$ cat src/rtl/pms_pkg.sv
package pms_pkg;
    typedef enum logic [3:0] {
        ST_RUN, ST_R2I, ST_IDLE, ST_I2R,
        ST_FLUSH, ST_RESET, ST_CLKOFF, ST_SLEEP,
        ST_RAMP, ST_STAB, ST_BOOT
    } pms_state_e;

    localparam logic [1:0] MODE_RUN   = 2'd0;
    localparam logic [1:0] MODE_IDLE  = 2'd1;
    localparam logic [1:0] MODE_SLEEP = 2'd2;

    function automatic int pms_max(input int a, input int b);
        return (a > b) ? a : b;
    endfunction
endpackage

$ cat src/rtl/pms_step_timer.sv
module pms_step_timer #(
    parameter int CW = 4
) (
    input  logic          clk,
    input  logic          rst_n,
    input  logic          restart,
    input  logic          tick,
    input  logic [CW-1:0] dur,
    output logic          done
);
    logic [CW-1:0] cnt;
    logic          at_end;

    assign at_end = (cnt == dur - CW'(1));
    assign done   = tick && at_end;

    always_ff @(posedge clk or negedge rst_n) begin
        if (!rst_n)               cnt <= '0;
        else if (restart)         cnt <= '0;
        else if (tick && !at_end) cnt <= cnt + CW'(1);
    end

    // a step count never passes its own duration
    p_cnt_in_window_r4: assert property (@(posedge clk) disable iff (!rst_n)
        cnt < dur);
endmodule

$ cat src/rtl/pms_event_latch.sv
module pms_event_latch (
    input  logic clk,
    input  logic rst_n,
    input  logic set,
    input  logic clr,
    output logic pend
);
    always_ff @(posedge clk or negedge rst_n) begin
        if (!rst_n)   pend <= 1'b0;
        else if (clr) pend <= 1'b0;
        else if (set) pend <= 1'b1;
    end

    // serving the event always empties the latch
    p_clear_wins_r7: assert property (@(posedge clk) disable iff (!rst_n)
        clr |=> !pend);
endmodule

$ cat src/rtl/pwr_mode_seq.sv
module pwr_mode_seq
    import pms_pkg::*;
#(
    parameter int TICKS_TO_IDLE   = 1,
    parameter int TICKS_FROM_IDLE = 1,
    parameter int TICKS_FLUSH     = 3,
    parameter int TICKS_RESET     = 3,
    parameter int TICKS_CLKOFF    = 3,
    parameter int TICKS_RAMP      = 1000,
    parameter int TICKS_STAB      = 15000
) (
    input  logic       clk,
    input  logic       rst_n,
    input  logic       tick,
    input  logic       idle_req,
    input  logic       sleep_req,
    input  logic       wake_evt,
    output logic       cpu_clk_en,
    output logic       io_pwr_keep,
    output logic       flush_req,
    output logic       cpu_rst,
    output logic       clkgen_off,
    output logic       supply_ramp_en,
    output logic       boot_pulse,
    output logic [2:0] status
);
    localparam int MAXT = pms_max(pms_max(pms_max(TICKS_TO_IDLE, TICKS_FROM_IDLE),
                                          pms_max(TICKS_FLUSH, TICKS_RESET)),
                                  pms_max(pms_max(TICKS_CLKOFF, TICKS_RAMP), TICKS_STAB));
    localparam int CW = $clog2(MAXT + 1);

    pms_state_e    state, nxt;
    logic [CW-1:0] dur;
    logic          tmr_done, wake_pend, slp_pend, restart, arm_wake;

    assign restart  = (nxt != state);
    assign arm_wake = (state == ST_FLUSH) || (state == ST_RESET) || (state == ST_CLKOFF);

    pms_step_timer #(.CW(CW)) u_timer (
        .clk(clk), .rst_n(rst_n), .restart(restart), .tick(tick),
        .dur(dur), .done(tmr_done)
    );

    pms_event_latch u_wake_latch (
        .clk(clk), .rst_n(rst_n), .set(wake_evt && arm_wake),
        .clr(state == ST_SLEEP), .pend(wake_pend)
    );

    pms_event_latch u_sleep_latch (
        .clk(clk), .rst_n(rst_n), .set(sleep_req && (state == ST_IDLE)),
        .clr(state == ST_FLUSH), .pend(slp_pend)
    );

    always_comb begin
        unique case (state)
            ST_R2I:    dur = CW'(TICKS_TO_IDLE);
            ST_I2R:    dur = CW'(TICKS_FROM_IDLE);
            ST_FLUSH:  dur = CW'(TICKS_FLUSH);
            ST_RESET:  dur = CW'(TICKS_RESET);
            ST_CLKOFF: dur = CW'(TICKS_CLKOFF);
            ST_RAMP:   dur = CW'(TICKS_RAMP);
            ST_STAB:   dur = CW'(TICKS_STAB);
            default:   dur = CW'(1);
        endcase
    end

    always_comb begin
        nxt = state;
        unique case (state)
            ST_RUN: begin
                if (sleep_req || slp_pend) nxt = ST_FLUSH;
                else if (idle_req)         nxt = ST_R2I;
            end
            ST_R2I:    if (tmr_done) nxt = ST_IDLE;
            ST_IDLE:   if (wake_evt || sleep_req) nxt = ST_I2R;
            ST_I2R:    if (tmr_done) nxt = ST_RUN;
            ST_FLUSH:  if (tmr_done) nxt = ST_RESET;
            ST_RESET:  if (tmr_done) nxt = ST_CLKOFF;
            ST_CLKOFF: if (tmr_done) nxt = ST_SLEEP;
            ST_SLEEP:  if (wake_evt || wake_pend) nxt = ST_RAMP;
            ST_RAMP:   if (tmr_done) nxt = ST_STAB;
            ST_STAB:   if (tmr_done) nxt = ST_BOOT;
            ST_BOOT:   nxt = ST_RUN;
            default:   nxt = ST_RUN;
        endcase
    end

    always_ff @(posedge clk or negedge rst_n) begin
        if (!rst_n) state <= ST_RUN;
        else        state <= nxt;
    end

    always_comb begin
        cpu_clk_en     = 1'b0;
        io_pwr_keep    = 1'b1;
        flush_req      = 1'b0;
        cpu_rst        = 1'b0;
        clkgen_off     = 1'b0;
        supply_ramp_en = 1'b0;
        boot_pulse     = 1'b0;
        status         = {1'b1, MODE_RUN};
        unique case (state)
            ST_RUN:    begin cpu_clk_en = 1'b1; status = {1'b0, MODE_RUN}; end
            ST_R2I:    status = {1'b1, MODE_IDLE};
            ST_IDLE:   status = {1'b0, MODE_IDLE};
            ST_I2R:    status = {1'b1, MODE_RUN};
            ST_FLUSH:  begin cpu_clk_en = 1'b1; flush_req = 1'b1; status = {1'b1, MODE_SLEEP}; end
            ST_RESET:  begin cpu_clk_en = 1'b1; cpu_rst = 1'b1; status = {1'b1, MODE_SLEEP}; end
            ST_CLKOFF: begin cpu_rst = 1'b1; clkgen_off = 1'b1; status = {1'b1, MODE_SLEEP}; end
            ST_SLEEP:  begin
                cpu_rst = 1'b1; clkgen_off = 1'b1; io_pwr_keep = 1'b0;
                status = {1'b0, MODE_SLEEP};
            end
            ST_RAMP:   begin
                cpu_rst = 1'b1; clkgen_off = 1'b1; io_pwr_keep = 1'b0; supply_ramp_en = 1'b1;
            end
            ST_STAB:   cpu_rst = 1'b1;
            ST_BOOT:   begin cpu_clk_en = 1'b1; boot_pulse = 1'b1; end
            default:   status = {1'b0, MODE_RUN};
        endcase
    end

    // flush is followed directly by the reset step
    p_entry_order_r4: assert property (@(posedge clk) disable iff (!rst_n)
        $fell(flush_req) |-> (state == ST_RESET));
    // in sleep only wakeup detection stays alive
    p_sleep_quiet_r5: assert property (@(posedge clk) disable iff (!rst_n)
        (status == {1'b0, MODE_SLEEP}) |-> (!cpu_clk_en && clkgen_off && !supply_ramp_en));
    // the boot strobe lasts one clock and lands in run
    p_boot_once_r6: assert property (@(posedge clk) disable iff (!rst_n)
        boot_pulse |=> (!boot_pulse && cpu_clk_en && !cpu_rst));
    // a latched wakeup is served on the first sleep clock
    p_wake_served_r7: assert property (@(posedge clk) disable iff (!rst_n)
        (state == ST_SLEEP && wake_pend) |=> (state == ST_RAMP));
    // the sleep entry always starts from run
    p_entry_from_run_r8: assert property (@(posedge clk) disable iff (!rst_n)
        $rose(flush_req) |-> ($past(state) == ST_RUN));
    // a sleep request in run wins over idle
    p_sleep_priority_r9: assert property (@(posedge clk) disable iff (!rst_n)
        (state == ST_RUN && sleep_req) |=> (state == ST_FLUSH));
endmodule

$ cat config.mk
export PLATFORM = sky130hd
export DESIGN_NAME = pwr_mode_seq
export DESIGN_NICKNAME = d
export VERILOG_FILES = /design/src/rtl/pms_pkg.sv /design/src/rtl/pms_step_timer.sv /design/src/rtl/pms_event_latch.sv /design/src/rtl/pwr_mode_seq.sv
export SDC_FILE = /design/constraint.sdc
export NUM_CORES = 1
export LEC_CHECK = 0
export BUFFER_PORTS_ARGS = -buffer_cell sky130_fd_sc_hd__buf_2
export CELL_PAD_IN_SITES_DETAIL_PLACEMENT = 1
export CELL_PAD_IN_SITES_GLOBAL_PLACEMENT = 2
export CORE_UTILIZATION = 34
export CTS_BUF_LIST = sky130_fd_sc_hd__clkbuf_16
export CTS_CLUSTER_SIZE = 10
export DETAILED_ROUTE_END_ITERATION = 10
export MAX_ROUTING_LAYER = met4
export PLACE_DENSITY = 0.9
export SYNTH_ARGS = -nofsm -noshare
export SYNTH_HDL_FRONTEND = slang
export SYNTH_SLANG_ARGS = --single-unit
export TNS_END_PERCENT = 30
$ cat constraint.sdc
create_clock -name clk -period 2.9 [get_ports clk]
set_input_delay 0.29 -clock clk [delete_from_list [all_inputs] [get_ports clk]]
set_output_delay 0.29 -clock clk [all_outputs]
set_load 0.02 [all_outputs]
==> results of run 1 <==
[per-stage QoR]
stage | utilization | cell area [sq um]
after floorplan | - | 1380
after global placement | 0.398 | 1500
after detailed placement | 0.398 | 1500
after CTS | 0.426 | 1610
after global routing | 0.426 | 1610
final | 0.426 | 1610
[cell usage in the layout, fill, tap and decap left out, types with 2 or more instances in the layout]
master and instances:
nor2_1 28, dfrtp_1 20, nand2_1 17, buf_2 15, a21oi_1 11, o21ai_0 10
nand3_1 9, xor2_1 8, nand2b_1 7, nor3_1 6, buf_4 5, and3_1 4
xnor2_1 4, inv_1 3, o22ai_1 3, nand4_1 3, or3_1 3, clkbuf_16 3
or4_1 2, o31ai_1 2, o32a_1 2, o211ai_1 2
[per-layer routing]
metal | part of all wire | wire length, um
met1 | 0.49 | 1920
met2 | 0.47 | 1840
met3 | 0.027 | 104
met4 | 0.012 | 47
met5 | 0 | 0
[critical path, stage by stage (launching register included)]
cell     delay [ns]
dfrtp_1        0.63
nor3b_1        0.51
mux2i_1        0.15
o22ai_1        0.15
o21ai_1        0.20
o41ai_2        0.36
buf_4          0.23
nor2_1         0.07
[worst max path at each step]
stage | slack (ns) | endpoint
2_1_floorplan | 0.75 | u_timer.cnt[13]
3_3_place_gp | 0.61 | u_timer.cnt[3]
3_5_place_dp | 0.53 | u_timer.cnt[4]
4_1_cts | 0.52 | u_timer.cnt[4]
5_1_grt | 0.29 | u_timer.cnt[4]
6_report | 0.51 | u_timer.cnt[4]
[power groups by stage]
stage | clock network (mW) | logic [mW] | registers (mW)
after floorplan | 0 | 0.554 | 0.379
after global placement | 0 | 0.701 | 0.417
after CTS | 0.392 | 0.733 | 0.419
after detailed placement | 0 | 0.728 | 0.425
final | 0.385 | 0.729 | 0.422
after global routing | 0.399 | 0.809 | 0.430
[area by class of cell]
class | instances | share of cell area
well taps | 48 | 0.0374
clock inverters | 1 | 0.0187
inverters | 4 | 0.00934
clock buffers | 3 | 0.0467
multi-input cells | 138 | 0.507
flip-flops and latches | 20 | 0.311
repair buffers | 20 | 0.0700
[sequential cells by signal, summed over array words and instances, names as in the netlist]
signal / cells
u_wake_latch.pend: 1
u_timer.cnt: 14
u_sleep_latch.pend: 1
state: 4
[cell families after synthesis]
kind of cell             count (synthesis)  synth area share
AO/OA/AOI/OAI                           40             0.195
flip-flops                              20             0.364
multiplexers                             1           0.00728
XOR/XNOR                                12            0.0764
AND/OR/NAND/NOR                         84             0.305
buffers and inverters                   14            0.0437
adder cells (fa/ha/maj)                  1           0.00910
==> flow_metrics.py, run 1 <==
metrics = {
    "outcome": {
        "status": "complete, but fails checks",
        "failed_checks": "negative hold slack",
    },
    "grt": {
        "overflow": 0,
        "grt_max_degree": 22,
        "grt_util_met1": 0.281,
        "busiest_layer": "met2",
        "grt_pass1_vias": 1328,
        "use_met2": 0.325,
        "grt_pass1_wl_mm": 6.54,
        "grt_use_total": 0.207,
        "antenna_found_initial": 0,
        "met3_usage": 0.0156,
    },
    "cells_and_area": {
        "regArea_sq_um": 500,
        "multi_input_area_sq_um": 815,
        "fin_nets": 194,
        "final_cells": 234,
        "syn_to_final_growth_pct": 16.9,
        "drive_above_1_share": 0.156,
        "n_fill_cell": 454,
        "antenna_cells": 0,
    },
    "routing": {
        "drc": 0,
        "drt-pass1-iter-count": 4,
        "via_per_inst": 5.74,
        "vias": 1342,
        "ant_nets": 0,
        "wire_per_inst_um": 16.7,
        "wirelength_mm": 3.91,
        "drtIter0Drc": 66,
    },
    "pwr": {
        "peakVddDrop_v": 0.000316,
        "p_sw_mw": 0.665,
        "swShare": 0.433,
        "power_frac_comb": 0.475,
        "power_density_nw_per_um2": 956,
        "total_leakage_power_nw": 0.713,
        "power_frac_seq": 0.275,
        "p_int_mw": 0.872,
        "power_frac_clock": 0.251,
        "finalPower_mw": 1.54,
    },
    "synthesis": {
        "syn-num-nets": 179,
        "synth_area_sq_um": 1380,
        "synth_area_leaders": "dfrtp_1 36%, nor2_1 7.6%, xor2_1 5.1%",
        "synth_top_area_share": 0.364,
        "ys_seq_area_frac": 0.364,
        "synth.distinct_cells": 40,
        "ys_seq_elements": 20,
        "synth_edf_count": 0,
        "synth_common_cells": "28 x nor2_1, 20 x dfrtp_1, 17 x nand2_1",
        "ys_async_sr_fraction": 1.00,
        "synth.most_common_cell": "nor2_1",
        "synth.avg_cell_area_sq_um": 7.99,
        "synth_ff_type": "dfrtp_1",
        "yosysTopAreaCell": "dfrtp_1",
        "yosysWarningCount": 0,
        "syn_inst": 172,
    },
    "die": {
        "dieArea_sq_um": 4300,
        "rows": 22,
        "ios": 16,
        "die_x_um": 65.6,
        "core_sq_um": 3770,
        "die_y_um": 65.6,
        "start_util": 0.365,
    },
    "clocking": {
        "tritoncts": "built",
        "clk_path_buf_depth": 2,
        "cts_buffers": 3,
        "cts_setup_buffers": 0,
        "clkSlewWorstSetupHoldPaths_ns": 0.06,
        "postCtsResizedCells": 0,
        "root_buffer": "clkbuf_16",
        "htreeDepth": 1,
        "clock_latency_ns": 0.25,
        "ctsHoldBuffers": 0,
        "cts_sinks": 20,
    },
    "setup_path": {
        "cp-end-kind": "flip-flop",
        "r2r_end": "u_timer.cnt[4]",
        "critPathLaunchType": "flip-flop",
        "crit_fanout": 16,
        "worstReg2RegStart": "state[3]",
        "worstPathArrival_ns": 2.54,
        "crit_required_ns": 3.04,
        "r2r_cells": 7,
        "path_class": "flip-flop to flip-flop",
        "startpoint": "state[3]",
        "r2r_slack_ns": 0.51,
    },
    "sta": {
        "whs_ns": -0.0105,
        "setup_violations": 0,
        "finalCriticalPeriod_ns": 2.39,
        "max_clock_freq_mhz": 418,
        "finalCritPeriodShare": 0.825,
        "max_slew_margin": 0.659,
        "rsz0062_at_grt": "no",
        "tightest_slew_ns": 0.511,
        "hold_viol_final": 20,
        "setup_slack_ns": 0.508,
        "slew_violations": 0,
        "skew_ns": 0.00347,
        "tns_ns": 0,
    },
    "placed_design": {
        "dp_hpwl_mm": 2.84,
        "io_buffers": 15,
        "dp_slack_ns": 0.534,
        "place.gp.congestion": 0.792,
        "place_inst": 230,
    },
    "hold_path": {
        "hp-class": "primary input to asynchronous set/reset pin",
    },
    "run": {
        "drv_cap": 0,
    },
}
No activity file was read; power rests on OpenSTA's default activity.
==> run 2: changes to the inputs <==
Settings changed: CORE_UTILIZATION 34 to 30, PLACE_DENSITY 0.9 to 0.85.
Clock period 2.9 ns to 2.1 ns, I/O delays scaled along.
==> flow_metrics.py, run 2 (synthesized netlist as in run 1, its figures left out) <==
metrics = {
    "outcome": {
        "status": "finished clean",
    },
    "sta": {
        "skew_ns": 0.00492,
        "setup_slack_ns": 0.0564,
        "hold_viol_final": 0,
        "max_slew_margin": 0.689,
        "rsz0062_at_grt": "yes",
        "finalCriticalPeriod_ns": 2.04,
        "whs_ns": 0.255,
        "slew_violations": 0,
        "finalCritPeriodShare": 0.973,
        "tns_ns": 0,
        "tightest_slew_ns": 0.467,
        "max_clock_freq_mhz": 489,
        "setup_violations": 0,
    },
    "pwr": {
        "peakVddDrop_v": 0.000323,
        "power_frac_clock": 0.187,
        "power_frac_comb": 0.545,
        "p_int_mw": 1.17,
        "total_leakage_power_nw": 0.794,
        "power_frac_seq": 0.268,
        "swShare": 0.439,
        "power_density_nw_per_um2": 1190,
        "finalPower_mw": 2.09,
        "p_sw_mw": 0.917,
    },
    "cells_and_area": {
        "layout_commonest_cell": "nor2_1",
        "n_fill_cell": 532,
        "largest-register": "u_timer.cnt",
        "drive_above_1_share": 0.257,
        "multi_input_area_sq_um": 851,
        "stdcell_area_sq_um": 1760,
        "mostFrequentLayoutCells": "28 x nor2_1, 19 x buf_4, 17 x nand2_1, 17 x dfrtp_1, 16 x buf_2",
        "syn_to_final_growth_pct": 28.2,
        "largest_registers": "u_timer.cnt x14, state x4",
        "regArea_sq_um": 504,
        "antenna_cells": 0,
        "largest_reg_flops": 14,
        "final_cells": 254,
        "fin_util": 0.402,
        "fin_nets": 211,
    },
    "clocking": {
        "cts_sinks": 20,
        "root_buffer": "clkbuf_16",
        "clk_path_buf_depth": 2,
        "cts_buffers": 3,
        "tritoncts": "built",
        "htreeDepth": 1,
        "clock_latency_ns": 0.25,
        "clkSlewWorstSetupHoldPaths_ns": 0.06,
    },
    "placed_design": {
        "io_buffers": 15,
        "dp_slack_ns": -0.0367,
        "place_inst": 246,
        "place.gp.congestion": 0.806,
        "dp_hpwl_mm": 3.14,
        "placed_area_sq_um": 1610,
    },
    "routing": {
        "via_per_inst": 5.55,
        "wire_per_inst_um": 17.1,
        "wirelength_mm": 4.35,
        "drc": 0,
        "drtIter0Drc": 58,
        "ant_nets": 0,
        "drt-pass1-iter-count": 4,
        "vias": 1409,
    },
    "grt": {
        "antenna_found_initial": 0,
        "grt_pass1_wl_mm": 6.98,
        "overflow": 0,
        "grt_max_degree": 22,
        "grt_pass1_vias": 1426,
        "grt_use_total": 0.187,
    },
    "die": {
        "dieArea_sq_um": 4860,
        "start_util": 0.314,
        "rows": 24,
        "die_y_um": 69.7,
        "ios": 16,
        "die_x_um": 69.7,
        "core_sq_um": 4380,
    },
    "setup_path": {
        "crit_fanout": 5,
        "cp-end-kind": "flip-flop",
        "crit_required_ns": 2.24,
        "path_class": "flip-flop to flip-flop",
        "worstPathArrival_ns": 2.18,
        "critPathLaunchType": "flip-flop",
    },
    "run": {
        "drv_cap": 0,
    },
    "hold_path": {
        "hp-class": "primary input to flip-flop",
    },
}
==> run 2: cell types whose count changed in the layout (fill, tap and decap cells not counted), sizes merged <==
cell and delta:
bufinv -1, dlygate4sd3 +1, buf +16
==> run 2: final cells by class <==
cell class | instances | share of cell area
multi-input cells | 138 | 0.483
clock buffers | 3 | 0.0426
well taps | 52 | 0.0369
inverters | 4 | 0.00852
flip-flops and latches | 20 | 0.286
repair buffers | 37 | 0.143
==> run 2: per-layer routing <==
layer  track usage  part of all wire  up-vias
met5             -                 0        -
met4        0.0822             0.026        0
met3        0.0363             0.031       15
met2         0.309              0.49       21
met1         0.220              0.45      707
li1              -                 -      666
==> run 2: path summary, 6_finish.rpt <==
path / endpoint / cells past startpoint / start / slack (ns)
min: u_wake_latch.pend / 3 / wake_evt / 0.26
max: u_timer.cnt[10] / 7 / u_timer.cnt[4] / 0.06
min reg2reg: u_wake_latch.pend / 2 / u_wake_latch.pend / 0.54
max reg2reg: u_timer.cnt[10] / 7 / u_timer.cnt[4] / 0.06
min in group asynchronous: u_timer.cnt[3] / 2 / rst_n / 0.45
max in group asynchronous: state[0] / 2 / rst_n / 1.31
==> run 2: repair_timing <==
item | in CTS | in global routing
setup endpoints to repair | 3 | 15
pin swaps | 0 | 5
setup buffers | 0 | 3
gates cloned | 0 | 1
hold buffers | 1 | 0
endpoints found under the hold margin | 20 | 0
resized for setup | 1 | 12
==> run 2: power groups by stage <==
stage / registers (mW) / logic [mW] / clock network, mW
finish: 0.560 / 1.14 / 0.390
CTS: 0.559 / 1.13 / 0.398
floorplan: 0.525 / 0.770 / 0
global placement: 0.554 / 1.08 / 0
global route: 0.569 / 1.22 / 0.419
detailed placement: 0.566 / 1.11 / 0
==> run 2: worst max-delay path, stage by stage, from the launching register on <==
cell	delay (ns)
dfrtp_1	0.38
or4_4	0.53
o21ai_1	0.12
and3_1	0.17
o21ai_2	0.09
o41ai_4	0.34
buf_2	0.23
nor2_1	0.06
==> run 3: changes to the inputs <==
Settings changed: BUFFER_PORTS_ARGS -buffer_cell sky130_fd_sc_hd__buf_2 to default, CORE_UTILIZATION 30 to 33, DONT_BUFFER_PORTS from default to 1, PLACE_DENSITY 0.85 to 0.86.
==> flow_metrics.py, run 3 (synthesized netlist as in run 1, its figures left out) <==
metrics = {
    "die": {
        "start_util": 0.344,
        "dieArea_sq_um": 4430,
        "die_y_um": 66.6,
        "core_sq_um": 4000,
        "ios": 16,
        "die_x_um": 66.6,
        "rows": 23,
    },
    "placed_design": {
        "io_buffers": 0,
        "place.gp.congestion": 0.832,
        "dp_slack_ns": 0.0258,
        "placed_area_sq_um": 1560,
        "dp_hpwl_mm": 3.12,
    },
    "cells_and_area": {
        "largest-register": "u_timer.cnt",
        "layout_commonest_cell": "nor2_1",
        "largest_reg_flops": 14,
        "mostFrequentLayoutCells": "26 x nor2_1, 21 x buf_4, 20 x dfrtp_1",
        "fin_nets": 199,
        "stdcell_area_sq_um": 1750,
        "syn_to_final_growth_pct": 27.0,
        "largest_registers": "u_timer.cnt x14, state x4",
        "drive_above_1_share": 0.225,
        "antenna_cells": 0,
    },
    "pwr": {
        "power_frac_clock": 0.192,
        "p_int_mw": 1.18,
        "power_density_nw_per_um2": 1220,
        "power_frac_comb": 0.551,
        "p_sw_mw": 0.948,
        "swShare": 0.446,
        "peakVddDrop_v": 0.000350,
        "power_frac_seq": 0.257,
        "finalPower_mw": 2.13,
        "total_leakage_power_nw": 0.762,
    },
    "clocking": {
        "htreeDepth": 1,
        "cts_buffers": 3,
        "clk_path_buf_depth": 2,
        "cts_sinks": 20,
        "tritoncts": "built",
        "clock_latency_ns": 0.26,
        "root_buffer": "clkbuf_16",
        "clkSlewWorstSetupHoldPaths_ns": 0.06,
    },
    "setup_path": {
        "cp-end-kind": "flip-flop",
        "critical_path.top_delay_family": "simple AND/OR/NAND/NOR gates",
        "crit_fanout": 5,
        "startpoint": "state[1]",
        "critPathMaxStageDelay_ns": 0.43,
        "critPathLaunchType": "flip-flop",
        "r2r_cells": 7,
        "worstPathArrival_ns": 2.31,
        "path_class": "flip-flop to flip-flop",
        "crit_required_ns": 2.24,
        "critPathBufInv": 1,
        "slowest_stage": "dfrtp_1",
        "worst-path-stages": 7,
        "worstReg2RegStart": "state[1]",
        "crit_chain": "nor4b_4 > nand4_1 > a211oi_2 > nand3_2 > o41ai_4 > buf_4 > nor2_1",
    },
    "sta": {
        "max_clock_freq_mhz": 459,
        "tightest_slew_ns": 0.963,
        "hold_viol_final": 0,
        "slew_violations": 0,
        "setup_slack_ns": -0.0763,
        "finalCriticalPeriod_ns": 2.18,
        "finalCritPeriodShare": 1.04,
        "tns_ns": -0.455,
        "skew_ns": 0.00687,
        "max_slew_margin": 0.356,
        "setup_violations": 11,
        "rsz0062_at_grt": "yes",
    },
    "routing": {
        "via_per_inst": 5.74,
        "drc": 0,
        "vias": 1384,
        "drtIter0Drc": 90,
        "wire_per_inst_um": 18.2,
        "drt-pass1-iter-count": 4,
        "ant_nets": 0,
        "wirelength_mm": 4.38,
    },
    "outcome": {
        "status": "complete, but fails checks",
        "failed_checks": "negative setup slack",
    },
    "grt": {
        "antenna_found_initial": 0,
        "grt_max_degree": 22,
        "grt_pass1_wl_mm": 6.91,
        "grt_pass1_vias": 1394,
        "overflow": 0,
        "grt_use_total": 0.216,
    },
    "run": {
        "drv_cap": 0,
    },
    "hold_path": {
        "worstHoldStart": "wake_evt",
        "hold_depth": 2,
        "hp-class": "primary input to flip-flop",
    },
}
run 3: power by group through the flow:
stage | clock (mW) | sequential [mW] | combinational [mW]
after floorplan | 0 | 0.525 | 0.770
after global placement | 0 | 0.546 | 1.06
after detailed placement | 0 | 0.555 | 1.11
after CTS | 0.410 | 0.548 | 1.14
after global routing | 0.422 | 0.554 | 1.27
final | 0.409 | 0.546 | 1.17
run 3: path summary, 6_finish.rpt:
| path | to | slack (ns) |
|---|---|---|
| setup reg to reg | u_timer.cnt[6] | -0.08 |
| min in group asynchronous | u_timer.cnt[3] | 0.55 |
| max in group asynchronous | u_timer.cnt[6] | 0.96 |
| hold / removal | u_wake_latch.pend | 0.11 |
| hold reg to reg | u_wake_latch.pend | 0.53 |
| setup / recovery | u_timer.cnt[6] | -0.08 |
run 3: area by class of cell:
cell class / count / area [sq um]
Clock buffer: 3 / 75.1
Clock inverter: 1 / 3.75
Fill cell: 486 / 2250
Inverter: 4 / 15.0
Multi-Input combinational cell: 138 / 880
Sequential cell: 20 / 500
Tap cell: 50 / 62.6
Timing Repair Buffer: 25 / 210
run 3: what timing repair did:
action,4_1_cts,5_1_grt
setup buffers,0,2
endpoints found under the hold margin,20,0
hold buffers,1,0
resized for setup,0,18
setup endpoints to repair,0,14
run 3: worst reg2reg max path: cells and delay by family (launching register included):
| family | cells | cell delay (ns) |
|---|---|---|
| AOI/OAI and AO/OA | 2 | 0.69 |
| buffers and inverters | 1 | 0.21 |
| DFF | 1 | 0.43 |
| and+or+nand+nor | 4 | 0.71 |
run 3: routing by layer:
layer / up-vias / track usage / part of all wire
met2: 28 / 0.369 / 0.52
met1: 699 / 0.263 / 0.43
li1: 648 / - / -
met5: - / - / 0
met3: 9 / 0.0308 / 0.026
met4: 0 / 0.0638 / 0.021
run 3: per-stage QoR:
| step | utilization | cells | hold slack [ns] |
|---|---|---|---|
| final | 0.437 | 241 | 0.109 |
| after global routing | 0.437 | 241 | 0.115 |
| after CTS | 0.413 | 238 | 0.115 |
| after detailed placement | 0.391 | 233 | -0.0849 |
| after global placement | 0.391 | 233 | -0.0849 |
| after floorplan | - | 172 | -0.0856 |
